### src/rtl/opr_pkg.sv
// Shared types for the operate-class micro-operation sequencer.
// Assumes three micro-operation steps per instruction.
package opr_pkg;
    typedef enum logic [1:0] {
        PH_IDLE = 2'd0,
        PH_S1   = 2'd1,
        PH_S2   = 2'd2,
        PH_S3   = 2'd3
    } phase_t;
endpackage

### src/rtl/opr_phase_ctrl.sv
// Step sequencer: accepts start only when idle, then walks S1, S2 and S3,
// one cycle each, and pulses done in the cycle after S3.
// Assumes a synchronous active-low reset.
module opr_phase_ctrl
    import opr_pkg::*;
(
    input  logic   clk,
    input  logic   rst_n,
    input  logic   start,
    output phase_t phase,
    output logic   accept,
    output logic   busy,
    output logic   done
);
    // start is honoured only in the idle phase
    assign accept = start && (phase == PH_IDLE);
    assign busy   = (phase != PH_IDLE);

    // phase advance and completion pulse
    always_ff @(posedge clk) begin
        if (!rst_n) begin
            phase <= PH_IDLE;
            done  <= 1'b0;
        end else begin
            done <= (phase == PH_S3);
            case (phase)
                PH_IDLE: phase <= accept ? PH_S1 : PH_IDLE;
                PH_S1:   phase <= PH_S2;
                PH_S2:   phase <= PH_S3;
                default: phase <= PH_IDLE;
            endcase
        end
    end
endmodule

### src/rtl/opr_group1_unit.sv
// Group 1 step logic (combinational). Given the current phase, it returns
// the next {link, acc}: S1 clear/complement, S2 rotate, S3 increment.
// Assumes DATA_W >= 2 so that a two-place rotate is defined.
module opr_group1_unit
    import opr_pkg::*;
#(
    parameter int DATA_W = 12
) (
    input  phase_t            phase,
    input  logic [7:0]        ctl,      // instruction bits 4..11
    input  logic [DATA_W:0]   lac_in,
    output logic [DATA_W:0]   lac_out
);
    localparam int LW = DATA_W + 1;

    logic [DATA_W-1:0] acc_s1;
    logic              lnk_s1;
    logic [DATA_W:0]   rot;

    // step 1: clear then complement, accumulator and link separately
    always_comb begin
        acc_s1 = ctl[7] ? '0 : lac_in[DATA_W-1:0];
        acc_s1 = ctl[5] ? ~acc_s1 : acc_s1;
        lnk_s1 = ctl[6] ? 1'b0 : lac_in[DATA_W];
        lnk_s1 = ctl[4] ? ~lnk_s1 : lnk_s1;
    end

    // step 2: rotate selection on the 13-bit pair
    always_comb begin
        case (ctl[3:1])
            3'd2:    rot = {lac_in[LW-2:0], lac_in[LW-1]};
            3'd3:    rot = {lac_in[LW-3:0], lac_in[LW-1:LW-2]};
            3'd4:    rot = {lac_in[0], lac_in[LW-1:1]};
            3'd5:    rot = {lac_in[1:0], lac_in[LW-1:2]};
            default: rot = lac_in;
        endcase
    end

    // per-phase result selection
    always_comb begin
        case (phase)
            PH_S1:   lac_out = {lnk_s1, acc_s1};
            PH_S2:   lac_out = rot;
            PH_S3:   lac_out = ctl[0] ? lac_in + {{DATA_W{1'b0}}, 1'b1} : lac_in;
            default: lac_out = lac_in;
        endcase
    end
endmodule

### src/rtl/opr_group2_unit.sv
// Group 2 step logic (combinational). S1: skip test on the incoming acc,
// plus the clear. S2: OR in the switches. S3: halt request.
// Assumes the caller latches skip_set only in S1 and halt_set only in S3.
module opr_group2_unit
    import opr_pkg::*;
#(
    parameter int DATA_W = 12
) (
    input  phase_t             phase,
    input  logic [6:0]         ctl,      // instruction bits 4..10
    input  logic [DATA_W-1:0]  acc_in,
    input  logic               link_in,
    input  logic [DATA_W-1:0]  sw,
    output logic [DATA_W-1:0]  acc_out,
    output logic               skip_set,
    output logic               halt_set
);
    logic cond;

    // skip condition: sum of selected tests, sense flipped by bit 8
    always_comb begin
        cond     = (ctl[5] && acc_in[DATA_W-1])
                || (ctl[4] && (acc_in == '0))
                || (ctl[3] && link_in);
        skip_set = cond ^ ctl[2];
        halt_set = ctl[0];
    end

    // per-phase accumulator update
    always_comb begin
        case (phase)
            PH_S1:   acc_out = ctl[6] ? '0 : acc_in;
            PH_S2:   acc_out = ctl[1] ? (acc_in | sw) : acc_in;
            default: acc_out = acc_in;
        endcase
    end
endmodule

### src/rtl/opr_operate_unit.sv
// Operate-class micro-operation sequencer (top). It latches its operands on
// an accepted start, applies three group-specific steps and holds the
// results from done until the next start.
// Assumes the opcode is decoded upstream, so only instruction bits 3..11 arrive.
module opr_operate_unit
    import opr_pkg::*;
#(
    parameter int DATA_W = 12,
    parameter int PC_W   = 12
) (
    input  logic              clk,
    input  logic              rst_n,
    input  logic              start,
    input  logic [8:0]        opr_bits,
    input  logic [DATA_W-1:0] acc_in,
    input  logic              link_in,
    input  logic [DATA_W-1:0] switches,
    input  logic [PC_W-1:0]   pc_in,
    output logic              busy,
    output logic              done,
    output logic [DATA_W-1:0] acc_out,
    output logic              link_out,
    output logic [PC_W-1:0]   pc_out,
    output logic              skip,
    output logic              halt
);
    localparam int GRP_BIT = 8;

    phase_t            phase;
    logic              accept;
    logic [8:0]        ir_q;
    logic [DATA_W-1:0] ac_q;
    logic              link_q;
    logic [DATA_W-1:0] sw_q;
    logic [PC_W-1:0]   pc_q;
    logic              skip_q;
    logic              halt_q;
    logic [DATA_W:0]   g1_lac;
    logic [DATA_W-1:0] g2_ac;
    logic              g2_skip;
    logic              g2_halt;

    opr_phase_ctrl u_ctrl (
        .clk    (clk),
        .rst_n  (rst_n),
        .start  (start),
        .phase  (phase),
        .accept (accept),
        .busy   (busy),
        .done   (done)
    );

    opr_group1_unit #(.DATA_W(DATA_W)) u_g1 (
        .phase   (phase),
        .ctl     (ir_q[7:0]),
        .lac_in  ({link_q, ac_q}),
        .lac_out (g1_lac)
    );

    opr_group2_unit #(.DATA_W(DATA_W)) u_g2 (
        .phase    (phase),
        .ctl      (ir_q[7:1]),
        .acc_in   (ac_q),
        .link_in  (link_q),
        .sw       (sw_q),
        .acc_out  (g2_ac),
        .skip_set (g2_skip),
        .halt_set (g2_halt)
    );

    // operand capture and per-step state update
    always_ff @(posedge clk) begin
        if (!rst_n) begin
            ir_q   <= '0;
            ac_q   <= '0;
            link_q <= 1'b0;
            sw_q   <= '0;
            pc_q   <= '0;
            skip_q <= 1'b0;
            halt_q <= 1'b0;
        end else if (accept) begin
            ir_q   <= opr_bits;
            ac_q   <= acc_in;
            link_q <= link_in;
            sw_q   <= switches;
            pc_q   <= pc_in;
            skip_q <= 1'b0;
            halt_q <= 1'b0;
        end else if (busy) begin
            if (ir_q[GRP_BIT]) begin
                ac_q <= g2_ac;
                if (phase == PH_S1) skip_q <= g2_skip;
                if (phase == PH_S3) halt_q <= g2_halt;
            end else begin
                {link_q, ac_q} <= g1_lac;
            end
        end
    end

    assign acc_out  = ac_q;
    assign link_out = link_q;
    assign skip     = skip_q;
    assign halt     = halt_q;
    assign pc_out   = pc_q + {{(PC_W-1){1'b0}}, skip_q};
endmodule

### config.mk
export PLATFORM = sky130hd
export DESIGN_NAME = opr_operate_unit
export DESIGN_NICKNAME = d
export VERILOG_FILES = /design/src/rtl/opr_pkg.sv /design/src/rtl/opr_phase_ctrl.sv /design/src/rtl/opr_group1_unit.sv /design/src/rtl/opr_group2_unit.sv /design/src/rtl/opr_operate_unit.sv
export SDC_FILE = /design/constraint.sdc
export NUM_CORES = 1
export LEC_CHECK = 0
export ABC_AREA = 1
export BUFFER_PORTS_ARGS = -buffer_cell sky130_fd_sc_hd__buf_2
export CORE_MARGIN = 2
export CORE_UTILIZATION = 38
export CTS_CLUSTER_DIAMETER = 150
export CTS_CLUSTER_SIZE = 8
export DETAILED_ROUTE_END_ITERATION = 10
export PLACE_DENSITY = 0.66
export RECOVER_POWER = 25
export SLEW_MARGIN = 20
export SYNTH_ARGS = -nofsm -noshare
export SYNTH_HDL_FRONTEND = slang
export SYNTH_HIERARCHICAL = 1
export SYNTH_SLANG_ARGS = --single-unit
### constraint.sdc
create_clock -name clk -period 3.88 [get_ports clk]
set_clock_uncertainty 0.05 [all_clocks]
set_input_delay 0.582 -clock clk [delete_from_list [all_inputs] [get_ports clk]]
set_output_delay 0.582 -clock clk [all_outputs]
set_load 0.03 [all_outputs]
Yosys cells after proc, flatten, opt, wreduce, memory -nomap -nowiden
Cells that the tools add are included.
{"block": "op_classes", "bitwise_logic": 5, "add_sub_neg": 2, "mux": 17, "reduce_logical": 16, "n_eq_ne": 14}
{"cell": "$mux 12", "n": 6}
{"cell": "$pmux 13 s4", "n": 1}
{"cell": "$pmux 13 s3", "n": 1}
{"cell": "$pmux 12 s2", "n": 1}
{"cell": "$add 13x1->13 const B", "n": 1}
{"cell": "$mux 13", "n": 1}
{"cell": "$add 12x1->12", "n": 1}
{"cell": "$logic_not 12->1", "n": 1}
{"cell": "$not 12->12", "n": 1}
{"cell": "$or 12x12->12", "n": 1}
{"cell": "$ne 4x3->1 const B", "n": 2}
{"cell": "$ne 7x2->1 const B", "n": 1}
{"cell": "$eq 3x2->1 const B", "n": 2}
{"cell": "$eq 3x3->1 const B", "n": 2}
{"cell": "$mux 1", "n": 6}
{"cell": "$ne 6x1->1 const B", "n": 1}
{"cell": "$pmux 2 s3", "n": 1}
{"cell": "$reduce_and 3->1", "n": 2}
{"cell": "$reduce_and 6->1", "n": 1}
{"cell": "$reduce_and 5->1", "n": 1}
{"cell": "$eq 2x2->1 const B", "n": 2}
{"cell": "$logic_and 1x1->1", "n": 4}
{"cell": "$ne 4x1->1 const B", "n": 1}
{"cell": "$reduce_bool 2->1", "n": 2}
{"cell": "other kinds (9)", "n": 11}
{"block": "totals", "register_bits": 51, "wordCells": 63}

Longest topological paths before layout
Gate-level depths: netlist of run 1.
{"block": "depth", "word_depth": 7, "depth_mapped": 14, "mapped_depth_nobuf": 12}

Modules after synthesis
Netlist of run 1, hierarchy kept.
{"module": "opr_operate_unit", "cells_per_inst": 333, "n_inst": 1, "seq_area_each_um2": 960.9, "area_per_inst_um2": 2374.8}
{"module": "opr_group1_unit", "cells_per_inst": 280, "n_inst": 1, "seq_area_each_um2": 0.0, "area_per_inst_um2": 1395.1}
{"module": "opr_group2_unit", "cells_per_inst": 68, "n_inst": 1, "seq_area_each_um2": 0.0, "area_per_inst_um2": 354.1}
{"module": "opr_phase_ctrl", "cells_per_inst": 18, "n_inst": 1, "seq_area_each_um2": 60.1, "area_per_inst_um2": 135.1}

Least setup slack after synthesis of run 1
OpenSTA, ideal clock, no wires.
{"block": "synth_timing", "path_type": "reg-to-output", "startpoint": "register skip_q, in the netlist skip", "endpoint": "output pc_out[7]", "stages_incl_launch_ff": 6, "arrival_ps": 1641, "setup_slack_ps": 1607, "required_ps": 3248, "cell_sequence": "dfxtp_1 > ha_1 > nand2_1 > nor2_1 > nand2_1 > xor2_1"}
{"block": "synth_between", "elab_chain_len": 1}
{"element": "from (decl)", "line": "opr_operate_unit.sv:36", "source": "logic skip_q;"}
{"element": "from (signal assigned)", "line": "opr_operate_unit.sv:92", "source": "if (phase == PH_S1) skip_q <= g2_skip;"}
{"element": "$add 12x1->12", "line": "opr_operate_unit.sv:104", "source": "assign pc_out = pc_q + {{(PC_W-1){1'b0}}, skip_q};"}
{"element": "to (decl)", "line": "opr_operate_unit.sv:23", "source": "output logic [PC_W-1:0] pc_out,"}
Every way passes these cells.

Final worst setup path of run 1
{"block": "layout_timing", "startpoint": "register skip_q, in the netlist skip", "endpoint": "output pc_out[6]"}
Same word-level chain as after synthesis.

==> qor.json, run 1 <==
{
  "status": {
    "status": "finished clean"
  },
  "cts": {
    "cts_repair_resize_count": 0,
    "clk_root_buffer_cell": "clkbuf_8",
    "sink_count_of_the_clock_tree": 51,
    "clock_tree_from_tritoncts": "built",
    "cts_hold_buf": 0,
    "cts-buffers-inserted": 5,
    "cts_max_path_buffers": 2,
    "h-tree-depth": 2,
    "post-cts-setup-buffers": 0,
    "clock_input_transition_at_the_sequential_cells_of_the_worst_setup_and_hold_paths_ns": 0.11,
    "clk_latency_ns": 0.32
  },
  "detailed_routing": {
    "met2_wirelength_mm": 5.64,
    "num_vias": 4675,
    "final_antenna_net_count": 0,
    "routed.top_layer": "met4",
    "m1WireLength_mm": 5.87,
    "routedWlPerCell_um": 14.4,
    "route.final.wire_length_mm": 12.7,
    "drt_iter0_drc": 430,
    "drc_errors": 0,
    "viasPerCell": 5.30,
    "dr_wl_met3_mm": 1.05,
    "drtPass1Iterations": 5
  },
  "placement": {
    "place_ws_ns": 1.52,
    "port_buffers": 77,
    "place_congestion": 0.973,
    "dp_hpwl_mm": 9.08
  },
  "timing": {
    "finalSetupViolCount": 0,
    "timing.final.crit_period_ns": 2.51,
    "max_freq_mhz": 399,
    "worstMarginPinSlew_ns": 0.743,
    "post-route-period-util": 0.646,
    "final_max_slew_viol_count": 0,
    "timing.setup.tns_ns": 0,
    "max_slew_margin": 0.503,
    "report.final.hold_viol_count": 0,
    "setup_repair_after_global_routing_missed_its_margin": "false",
    "post-route-worst-setup-slack_ns": 1.37
  },
  "yosys": {
    "ys_dominant_reg_cell": "dfxtp_1",
    "seq_area_frac_synth": 0.240,
    "ys_warn_count": 6,
    "synth_enable_flop_cells": 0,
    "synth_cell_types": 36,
    "synth_nets": 756,
    "netlist_instances": 699,
    "ys_async_sr_fraction": 0,
    "synth.avg_cell_area_sq_um": 6.09,
    "ys_seq_elements": 51,
    "syn-cell-area_sq_mm": 0.00426
  },
  "job": {
    "max_cap_violations": 0
  },
  "critical_path": {
    "reg2reg_from": "u_ctrl/phase[0]",
    "crit-reg2reg-capture": "link_out",
    "worst-endpoint-arrival_ns": 1.87,
    "critPathKind": "reg -> out",
    "cp.required_ns": 3.25,
    "start_kind": "register",
    "path_max_fanout": 4,
    "end_kind": "output pin",
    "cp_slowest_cell": "dfxtp_1",
    "max_stage_delay_ns": 0.42,
    "worstPathCellList": "ha_1, ha_1, nand3_1, nor2_1, nand3b_1, nand2_1, buf_2",
    "most_common_cell_on_crit_path": "ha_1",
    "worst-r2r-setup-slack_ns": 1.49,
    "worstRegToRegCells": 10
  },
  "final_layout": {
    "layout.cells.most_common_list": "nand2_1 (153), nor2_1 (97), inv_1 (79), o21ai_0 (67), buf_2 (60)",
    "filler_cell_count": 1213,
    "most_common_cell_after_layout_fill_and_taps_aside": "nand2_1",
    "multiInputGateArea_sq_mm": 0.00262,
    "seqCellArea_sq_mm": 0.00102,
    "antenna_cells": 0,
    "layout-drive-gt1-share": 0.147,
    "areaGrowthSynthToFinish_pct": 8.34,
    "final_core_utilization": 0.424,
    "num-nets-final": 798
  },
  "global_routing": {
    "groute.usage.overall": 0.218,
    "global_route.overflow_total": 0,
    "grt_pass1_wl_mm": 20.8,
    "first_global_vias": 4136,
    "antenna_found_initial": 0,
    "pin_count_of_the_biggest_net_entering_global_routing": 42
  },
  "min_path": {
    "whs_endpoint": "sw_q[4]",
    "worstHoldStart": "switches[4]",
    "min_path_type": "in -> reg",
    "hold_depth": 3
  },
  "floorplanning": {
    "placeableCoreArea_sq_mm": 0.0109,
    "pin_count": 78,
    "start_util": 0.391,
    "die-area_sq_mm": 0.0121,
    "floorplan.rows": 38,
    "die_h_um": 110,
    "die_width_um": 110
  },
  "power": {
    "max-vdd-ir-drop_mv": 0.179,
    "power_per_cell_area_mw_per_mm2": 432,
    "leakagePower_uw": 0.00202,
    "total_power_uw": 1990
  }
}
[cells in the mapped netlist (2+ instances only)]
cell	number	area, sq um
a21boi_2	10	113
a21oi_1	21	105
a21oi_2	10	87.6
buf_1	2	7.51
buf_2	15	75.1
buf_4	3	22.5
buf_6	11	124
clkbuf_1	6	22.5
clkbuf_2	5	25.0
dfxtp_1	51	1020
ha_1	8	100
inv_1	79	297
inv_2	6	22.5
nand2_1	153	574
nand2_2	3	18.8
nand3_1	56	280
nand3_2	2	20.0
nand3b_1	5	37.5
nand4_1	30	188
nor2_1	97	364
nor2_2	3	18.8
nor2_4	3	33.8
nor3_1	6	30.0
o211ai_1	3	22.5
o21ai_0	67	335
o21ai_1	11	55.1
o21bai_1	5	37.5
o22ai_1	16	100
xor2_1	5	43.8
[state kept, by name (all words and copies together), names as in the netlist, 2 cells and up]
name          count
u_ctrl/phase      2
pc_q             12
ir_q              9
acc_out          12
sw_q             12
[critical path: cells and delay by family (launching register included)]
| family | cells | cell delay [ns] |
|---|---|---|
| flops | 1 | 0.42 |
| buf+inv | 1 | 0.19 |
| fa+ha+maj | 2 | 0.36 |
| simple gates | 4 | 0.60 |
[report_power, final]
part | internal, uW | total, uW | leakage, uW | switching, uW
Clock | 146 | 337 | 0.0000474 | 191
Combinational | 273 | 852 | 0.00155 | 578
Sequential | 605 | 802 | 0.000421 | 198
[worst max path at each step]
| stage | depth (start not counted) | startpoint | slack [ns] | to |
|---|---|---|---|---|
| after floorplan | 5 | skip | 1.61 | pc_out[7] |
| after global placement | 10 | u_ctrl/phase[1] | 1.50 | link_out |
| after detailed placement | 10 | u_ctrl/phase[1] | 1.52 | link_out |
| after CTS | 7 | skip | 1.36 | pc_out[6] |
| after global routing | 7 | skip | 1.15 | pc_out[6] |
| final | 7 | skip | 1.37 | pc_out[6] |
[logic make-up after synthesis]
family / count (synthesis) / share of synthesized area
compound gates: 145 / 0.204
buf+inv: 129 / 0.145
flops: 51 / 0.240
simple gates: 361 / 0.378
xor+xnor: 5 / 0.0103
fa+ha+maj: 8 / 0.0235
[metal layers]
| layer | vias up | track usage |
|---|---|---|
| met4 | 0 | 0.0678 |
| met2 | 212 | 0.337 |
| li1 | 2375 | - |
| met3 | 10 | 0.0279 |
| met5 | - | 0 |
| met1 | 2078 | 0.312 |
[layout make-up]
class	count	share of cell area
multi-input cells	519	0.568
flip-flops and latches	51	0.221
repair buffers	78	0.0805
inverters	86	0.0705
well taps	140	0.0380
clock buffers	6	0.0179
clock inverters	2	0.00352
[per-stage QoR]
| stage | hold slack, ns | instance area [sq um] | cells |
|---|---|---|---|
| 2_1_floorplan | 0.398 | 4260 | 699 |
| 3_3_place_gp | 0.412 | 4540 | 874 |
| 3_5_place_dp | 0.419 | 4540 | 874 |
| 4_1_cts | 0.426 | 4640 | 882 |
| 5_1_grt | 0.424 | 4610 | 882 |
| 6_report | 0.426 | 4610 | 882 |
Power figures use the tool's default switching activity.
==> run 2, diff against run 1 <==
--- a/config.mk
+++ b/config.mk
@@ -12,7 +12,7 @@
 export CTS_CLUSTER_DIAMETER = 150
 export CTS_CLUSTER_SIZE = 8
 export DETAILED_ROUTE_END_ITERATION = 10
-export PLACE_DENSITY = 0.66
+export PLACE_DENSITY = 0.68
 export RECOVER_POWER = 25
 export SLEW_MARGIN = 20
 export SYNTH_ARGS = -nofsm -noshare
==> constraint.sdc (replaced) <==
create_clock -name clk -period 2 [get_ports clk]
set_clock_uncertainty 0.05 [all_clocks]
set_input_delay 0.3 -clock clk [delete_from_list [all_inputs] [get_ports clk]]
set_output_delay 0.3 -clock clk [all_outputs]
set_load 0.03 [all_outputs]
==> run 2 against run 1 <==
Critical endpoint is now pc_out[7]. Count of clock-buffer cells in the layout shrank 1. Power grew 100%. Register-to-register slack lost 1.4 ns. Clock power grew 91%. Sequential power grew 73%. First-iteration DRC count shrank 4.4%. Final area grew 7.5%. Die area is the same. Cell count grew 4.2%. Highest routed layer unchanged. Critical path depth shrank 1. Global-route usage shrank 0.15 points.
==> qor.json, run 2 (synthesis gave the netlist of run 1 again) <==
{
  "final_layout": {
    "layout.cells.most_common_list": "nand2_1 (153), nor2_1 (95), inv_1 (79), o21ai_0 (67), buf_2 (60)",
    "layout-drive-gt1-share": {"value": 0.202, "change": "+0.0546"},
    "most_common_cell_after_layout_fill_and_taps_aside": "nand2_1",
    "num-nets-final": {"value": 835, "change": "+4.6%"},
    "finish.cell_count_without_fillers": {"value": 919, "change": "+4.2%"},
    "antenna_cells": {"value": 0, "change": "unchanged"},
    "areaGrowthSynthToFinish_pct": 16.4
  },
  "detailed_routing": {
    "drtPass1Iterations": {"value": 5, "change": "unchanged"},
    "drt_iter0_drc": {"value": 411, "change": "-4.4%"},
    "num_vias": {"value": 4834, "change": "+3.4%"},
    "drc_errors": {"value": 0, "change": "unchanged"},
    "route.final.wire_length": {"value": 12.9, "unit": "mm", "change": "+1.3%"},
    "final_antenna_net_count": {"value": 0, "change": "unchanged"},
    "routedWlPerCell": {"value": 14.0, "unit": "um", "change": "-2.7%"},
    "viasPerCell": {"value": 5.26, "change": "-0.76%"}
  },
  "placement": {
    "dp_hpwl": {"value": 9.57, "unit": "mm", "change": "+5.4%"},
    "place_congestion": {"value": 0.950, "change": "-2.4%"},
    "placed_cells_incl_taps": {"value": 910, "change": "+4.1%"},
    "port_buffers": {"value": 77, "change": "unchanged"}
  },
  "timing": {
    "setup_repair_after_global_routing_missed_its_margin": "true",
    "post-route-period-util": 0.993,
    "report.final.hold_viol_count": {"value": 0, "change": "unchanged"},
    "max_slew_margin": {"value": 0.626, "change": "+0.123"},
    "final_max_slew_viol_count": {"value": 0, "change": "unchanged"},
    "finalHoldWorstSlack": {"value": 0.141, "unit": "ns", "change": "-0.285 ns"},
    "timing.final.crit_period_ns": 1.99,
    "finalSetupViolCount": {"value": 0, "change": "unchanged"},
    "worstMarginPinSlew": {"value": 0.560, "unit": "ns", "change": "-0.183 ns"},
    "max_freq_mhz": 504
  },
  "cts": {
    "clock_tree_from_tritoncts": "built",
    "clock_input_transition_at_the_sequential_cells_of_the_worst_setup_and_hold_paths": {"value": 0.11, "unit": "ns", "change": "about the same"},
    "cts_max_path_buffers": {"value": 2, "change": "unchanged"},
    "h-tree-depth": {"value": 2, "change": "unchanged"},
    "sink_count_of_the_clock_tree": {"value": 51, "change": "unchanged"},
    "clk_root_buffer_cell": "clkbuf_8",
    "clk_latency": {"value": 0.32, "unit": "ns", "change": "about the same"},
    "cts-buffers-inserted": {"value": 5, "change": "unchanged"},
    "cts_hold_buf": {"value": 0, "change": "unchanged"}
  },
  "global_routing": {
    "pin_count_of_the_biggest_net_entering_global_routing": {"value": 31, "change": "-26%"},
    "antenna_found_initial": {"value": 0, "change": "unchanged"},
    "grt_pass1_wl": {"value": 20.9, "unit": "mm", "change": "+0.63%"},
    "first_global_vias": {"value": 4291, "change": "+3.7%"},
    "groute.usage.overall": {"value": 0.216, "change": "-0.00149"},
    "global_route.overflow_total": {"value": 0, "change": "unchanged"}
  },
  "floorplanning": {
    "die_width": {"value": 110, "unit": "um", "change": "unchanged"},
    "pin_count": {"value": 78, "change": "unchanged"},
    "floorplan.rows": {"value": 38, "change": "unchanged"},
    "placeableCoreArea": {"value": 0.0109, "unit": "sq mm", "change": "unchanged"},
    "die_h": {"value": 110, "unit": "um", "change": "unchanged"},
    "start_util": {"value": 0.391, "change": "unchanged"},
    "die-area": {"value": 0.0121, "unit": "sq mm", "change": "unchanged"}
  },
  "power": {
    "leakagePower": {"value": 0.00220, "unit": "uW", "change": "+9.3%"},
    "max-vdd-ir-drop": {"value": 0.387, "unit": "mV", "change": "+120%"},
    "power_per_cell_area": {"value": 819, "unit": "mW/mm^2", "change": "+90%"}
  },
  "critical_path": {
    "critPathKind": "reg -> out",
    "cp.required": {"value": 1.65, "unit": "ns", "change": "-1.60 ns"},
    "worst-endpoint-arrival": {"value": 1.64, "unit": "ns", "change": "-0.23 ns"},
    "worstRegToRegCells": {"value": 9, "change": "-1"},
    "path_max_fanout": {"value": 5, "change": "+1"},
    "end_kind": "output pin",
    "start_kind": "register"
  },
  "status": {
    "status": "finished clean"
  },
  "job": {
    "max_cap_violations": {"value": 0, "change": "unchanged"}
  },
  "min_path": {
    "min_path_type": "in -> reg",
    "hold_depth": {"value": 3, "change": "unchanged"}
  }
}
[run 2: changes by cell type in the layout (fill, tap and decap cells not counted), moves of 2 or more]
| cell | change |
|---|---|
| ha_1 | -3 |
| ha_4 | +2 |
| buf_4 | +36 |
| dfxtp_2 | +4 |
| nor2_1 | -2 |
| dfxtp_1 | -4 |
| nor2_4 | +2 |
[run 2: routing by layer]
metal,global-route usage,up-vias,wire [um]
li1,-,2441,-
met5,0,-,0
met2,0.332,172,5730
met1,0.313,2210,6040
met4,0.0597,0,119
met3,0.0308,11,984
[run 2: worst max-delay path: stages (launching register included)]
cell	delay, ns
dfxtp_2	0.39
ha_2	0.24
nand2_1	0.10
nor2_4	0.14
nand2_1	0.08
xor2_1	0.17
buf_4	0.19
[run 2: cell type report]
class                           instances  area, sq um
Clock buffer                            5         68.8
Clock inverter                          3         23.8
Fill cell                            1221         5930
Inverter                               86          325
Multi-Input combinational cell        519         2680
Sequential cell                        51         1030
Tap cell                              140          175
Timing Repair Buffer                  115          657
[run 2: worst paths after layout]
kind	start	end	slack [ns]
max	skip	pc_out[7]	0.01
min	pc_in[10]	pc_q[10]	0.14
max reg2reg	acc_out[9]	acc_out[8]	0.11
min reg2reg	halt	halt	0.44
[run 2: repair_timing]
item / in CTS / in global routing
setup endpoints to repair: 6 / 16
setup buffers: 0 / 1
gates resized for setup: 11 / 10
pin swaps: 1 / 1
[run 2: metrics by stage]
stage	setup slack (ns)	utilization	power [uW]	TNS [ns]	cell area (sq um)
CTS	-0.0179	0.453	4060	-0.0394	4930
detailed placement	0.159	0.442	3390	0	4810
finish	0.0140	0.455	4060	0	4960
global placement	0.205	0.442	3390	0	4810
floorplan	0.00904	-	2860	0	4260
global route	-0.0736	0.455	4360	-0.212	4960
[run 2: power breakdown]
| part | internal, uW | switching, uW | total [uW] | leakage, uW |
|---|---|---|---|---|
| clock network | 254 | 389 | 642 | 0.0000461 |
| logic | 686 | 1340 | 2030 | 0.00173 |
| registers | 1180 | 216 | 1390 | 0.000422 |
==> run 3, diff against run 2 <==
--- a/config.mk
+++ b/config.mk
@@ -12,10 +12,10 @@
 export CTS_CLUSTER_DIAMETER = 150
 export CTS_CLUSTER_SIZE = 8
 export DETAILED_ROUTE_END_ITERATION = 10
-export PLACE_DENSITY = 0.68
+export PLACE_DENSITY = 0.69
 export RECOVER_POWER = 25
+export SETUP_SLACK_MARGIN = 0.4
 export SLEW_MARGIN = 20
 export SYNTH_ARGS = -nofsm -noshare
 export SYNTH_HDL_FRONTEND = slang
-export SYNTH_HIERARCHICAL = 1
 export SYNTH_SLANG_ARGS = --single-unit
==> run 3 against run 2 <==
The run now ends with negative setup slack left. Non-clock buffer count up 23. Setup slack worse by 0.20 ns. Die area down 11%. Sequential power up 15%. Cell count down 4.4%. Maximum frequency down 9.2%. Sequential share of layout area down 1.4 points. Count of clock-buffer cells in the layout up 1. Wire length up 7.0%. Hold slack better by 0.031 ns.
==> qor.json, run 3 <==
{
  "status": {
    "failed_checks": "negative setup slack",
    "status": "finished, violations left"
  },
  "floorplanning": {
    "die-area": {"value": 0.0108, "unit": "sq mm", "change": "-11%"},
    "start_util": {"value": 0.390, "change": "-0.00126"},
    "die_width": {"value": 104, "unit": "um", "change": "-5.4%"},
    "placeableCoreArea": {"value": 0.00973, "unit": "sq mm", "change": "-11%"},
    "floorplan.rows": {"value": 36, "change": "-5.3%"},
    "die_h": {"value": 104, "unit": "um", "change": "-5.4%"},
    "pin_count": {"value": 78, "change": "unchanged"}
  },
  "detailed_routing": {
    "routedWlPerCell": {"value": 15.7, "unit": "um", "change": "+12%"},
    "viasPerCell": {"value": 5.39, "change": "+2.6%"},
    "drc_errors": {"value": 0, "change": "unchanged"},
    "route.final.wire_length": {"value": 13.8, "unit": "mm", "change": "+7.0%"},
    "num_vias": {"value": 4742, "change": "-1.9%"},
    "final_antenna_net_count": {"value": 0, "change": "unchanged"},
    "drtPass1Iterations": {"value": 7, "change": "+2"},
    "drt_iter0_drc": {"value": 499, "change": "+21%"}
  },
  "global_routing": {
    "first_global_vias": {"value": 4208, "change": "-1.9%"},
    "global_route.overflow_total": {"value": 0, "change": "unchanged"},
    "groute.usage.overall": {"value": 0.226, "change": "+0.0101"},
    "antenna_found_initial": {"value": 0, "change": "unchanged"},
    "grt_pass1_wl": {"value": 20.3, "unit": "mm", "change": "-2.9%"},
    "pin_count_of_the_biggest_net_entering_global_routing": {"value": 39, "change": "+26%"}
  },
  "yosys": {
    "ys_dominant_reg_cell": "dfxtp_1",
    "synth_nets": {"value": 701, "change": "-7.3%"},
    "yosysMostFrequentCell": "nand2_1",
    "synth.top_cells.by_count": "nand2_1 (163), nor2_1 (85), o21ai_0 (70)",
    "ys_seq_elements": {"value": 51, "change": "unchanged"},
    "area_share_of_the_largest_cell_type_after_synthesis": {"value": 0.269, "change": "+0.0294"},
    "synth_enable_flop_cells": {"value": 0, "change": "unchanged"},
    "syn-cell-area": {"value": 0.00379, "unit": "sq mm", "change": "-11%"},
    "ys_async_sr_fraction": {"value": 0, "change": "unchanged"},
    "yosys.area.top_type": "dfxtp_1",
    "ys_warn_count": {"value": 0, "change": "-6"},
    "seq_area_frac_synth": {"value": 0.269, "change": "+0.0294"},
    "synth.avg_cell_area": {"value": 5.89, "unit": "sq um", "change": "-3.3%"},
    "synth_cell_types": {"value": 28, "change": "-22%"},
    "netlist_top_cells_area": "dfxtp_1 (27%), nand2_1 (16%), o21ai_0 (9.2%), nor2_1 (8.4%), nand3_1 (7.8%)",
    "netlist_instances": {"value": 644, "change": "-7.9%"}
  },
  "cts": {
    "clock_input_transition_at_the_sequential_cells_of_the_worst_setup_and_hold_paths": {"value": 0.10, "unit": "ns", "change": "about the same"},
    "cts_hold_buf": {"value": 0, "change": "unchanged"},
    "h-tree-depth": {"value": 2, "change": "unchanged"},
    "clk_latency": {"value": 0.32, "unit": "ns", "change": "about the same"},
    "clk_root_buffer_cell": "clkbuf_8",
    "sink_count_of_the_clock_tree": {"value": 51, "change": "unchanged"},
    "cts-buffers-inserted": {"value": 5, "change": "unchanged"},
    "cts_max_path_buffers": {"value": 2, "change": "unchanged"},
    "clock_tree_from_tritoncts": "built"
  },
  "timing": {
    "final_max_slew_viol_count": {"value": 0, "change": "unchanged"},
    "max_freq": {"value": 457, "unit": "MHz", "change": "-9.2%"},
    "setup_repair_after_global_routing_missed_its_margin": "true",
    "worstMarginPinSlew": {"value": 0.669, "unit": "ns", "change": "+0.109 ns"},
    "post-route-period-util": {"value": 1.09, "change": "+0.101"},
    "max_slew_margin": {"value": 0.554, "change": "-0.0725"},
    "timing.final.crit_period": {"value": 2.19, "unit": "ns", "change": "+0.202 ns"},
    "post-route-worst-setup-slack": {"value": -0.188, "unit": "ns", "change": "-0.202 ns"},
    "finalSetupViolCount": {"value": 19, "change": "+19"},
    "report.final.hold_viol_count": {"value": 0, "change": "unchanged"}
  },
  "final_layout": {
    "antenna_cells": {"value": 0, "change": "unchanged"},
    "num-nets-final": {"value": 802, "change": "-4.0%"},
    "stdcell_area": {"value": 0.00547, "unit": "sq mm", "change": "+10%"},
    "finish.cell_count_without_fillers": {"value": 879, "change": "-4.4%"},
    "areaGrowthSynthToFinish_pct": 44.3,
    "most_common_cell_after_layout_fill_and_taps_aside": "nand2_1",
    "layout-drive-gt1-share": {"value": 0.343, "change": "+0.142"},
    "layout.cells.most_common_list": "nand2_1 (133), nor2_1 (64), o21ai_0 (61), buf_2 (60), inv_1 (56)",
    "final_core_utilization": {"value": 0.563, "change": "+0.107"}
  },
  "placement": {
    "port_buffers": {"value": 77, "change": "unchanged"},
    "place_ws": {"value": -0.0917, "unit": "ns", "change": "-0.250 ns"},
    "post_dp_cell_area": {"value": 0.00451, "unit": "sq mm", "change": "-6.3%"},
    "dp_hpwl": {"value": 8.98, "unit": "mm", "change": "-6.2%"},
    "place_congestion": {"value": 0.958, "change": "+0.80%"},
    "placed_cells_incl_taps": {"value": 842, "change": "-7.5%"}
  },
  "power": {
    "max-vdd-ir-drop": {"value": 0.412, "unit": "mV", "change": "+6.4%"},
    "leakagePower": {"value": 0.00249, "unit": "uW", "change": "+13%"},
    "power_per_cell_area": {"value": 983, "unit": "mW/mm^2", "change": "+20%"}
  },
  "critical_path": {
    "end_kind": "register",
    "cp.required": {"value": 2.20, "unit": "ns", "change": "+0.55 ns"},
    "path_max_fanout": {"value": 6, "change": "+1"},
    "critPathKind": "reg -> reg",
    "worst-endpoint-arrival": {"value": 2.39, "unit": "ns", "change": "+0.75 ns"},
    "start_kind": "register"
  },
  "min_path": {
    "min_path_type": "in -> reg"
  },
  "job": {
    "max_cap_violations": {"value": 0, "change": "unchanged"}
  }
}
[run 3: cell types whose count changed after synthesis, moves of 10 or more]
cell      change
a21oi_1      +18
inv_1        -16
o22ai_1      -15
nor2_1       -12
clkbuf_1     +11
a21boi_2     -10
a21oi_2      -10
nand2_1      +10
[run 3: what timing repair did]
item                       CTS  global route
buffers inserted            11            11
setup endpoints to repair   26            27
pin swaps                   16            19
gates resized for setup     86            98
gates cloned                 2             5
[run 3: final cells by class]
| type | count | area [sq um] |
|---|---|---|
| fill | 928 | 4260 |
| multi-input combinational | 483 | 2820 |
| timing repair buffer | 138 | 1070 |
| sequential | 51 | 1060 |
| inverter | 66 | 274 |
| tap | 133 | 166 |
| clock buffer | 6 | 72.6 |
| clock inverter | 2 | 12.5 |
[run 3: power breakdown]
group	switching (uW)	internal (uW)
Combinational	1920	1230
Clock	379	246
Sequential	365	1240
Total	2660	2710
[run 3: final timing paths]
| path | from | endpoint | slack (ns) | depth (start not counted) |
|---|---|---|---|---|
| max | u_ctrl.phase[1] | acc_out[11] | -0.19 | 10 |
| min | switches[6] | sw_q[6] | 0.17 | 3 |
| max reg2reg | u_ctrl.phase[1] | acc_out[11] | -0.19 | 10 |
| min reg2reg | sw_q[8] | sw_q[8] | 0.45 | 2 |
[run 3: metrics by stage]
stage          setup TNS (ns)  hold WS (ns)  power [uW]
6_report                -2.51         0.172        5380
5_1_grt                 -4.82         0.195        5690
4_1_cts                -0.914         0.180        4690
3_5_place_dp           -0.138         0.421        3780
3_3_place_gp          -0.0573         0.414        3750
2_1_floorplan        -0.00854         0.389        3140
[run 3: cells by family after synthesis]
group	after synthesis	synth area share
flip-flops	51	0.269
XOR/XNOR	13	0.0300
buffers and inverters	110	0.122
AND/OR/NAND/NOR	341	0.384
adder cells (fa/ha/maj)	8	0.0264
AO/OA/AOI/OAI	121	0.169
[run 3: worst max-delay path, stage by stage (launching register included)]
cell	delay, ns
dfxtp_1	0.50
inv_4	0.07
ha_2	0.21
nand2_1	0.30
clkinv_8	0.12
nor2_4	0.17
nand2_2	0.09
nand4_4	0.18
clkbuf_16	0.21
nor2_2	0.06
a21oi_2	0.16
[run 3: per-layer routing]
metal | share of wire | up-vias | wire (um) | GRT usage
li1 | - | 2299 | - | -
met1 | 0.42 | 2177 | 5750 | 0.299
met2 | 0.48 | 236 | 6630 | 0.379
met3 | 0.080 | 30 | 1100 | 0.0326
met4 | 0.021 | 0 | 286 | 0.0763
met5 | 0 | - | 0 | 0
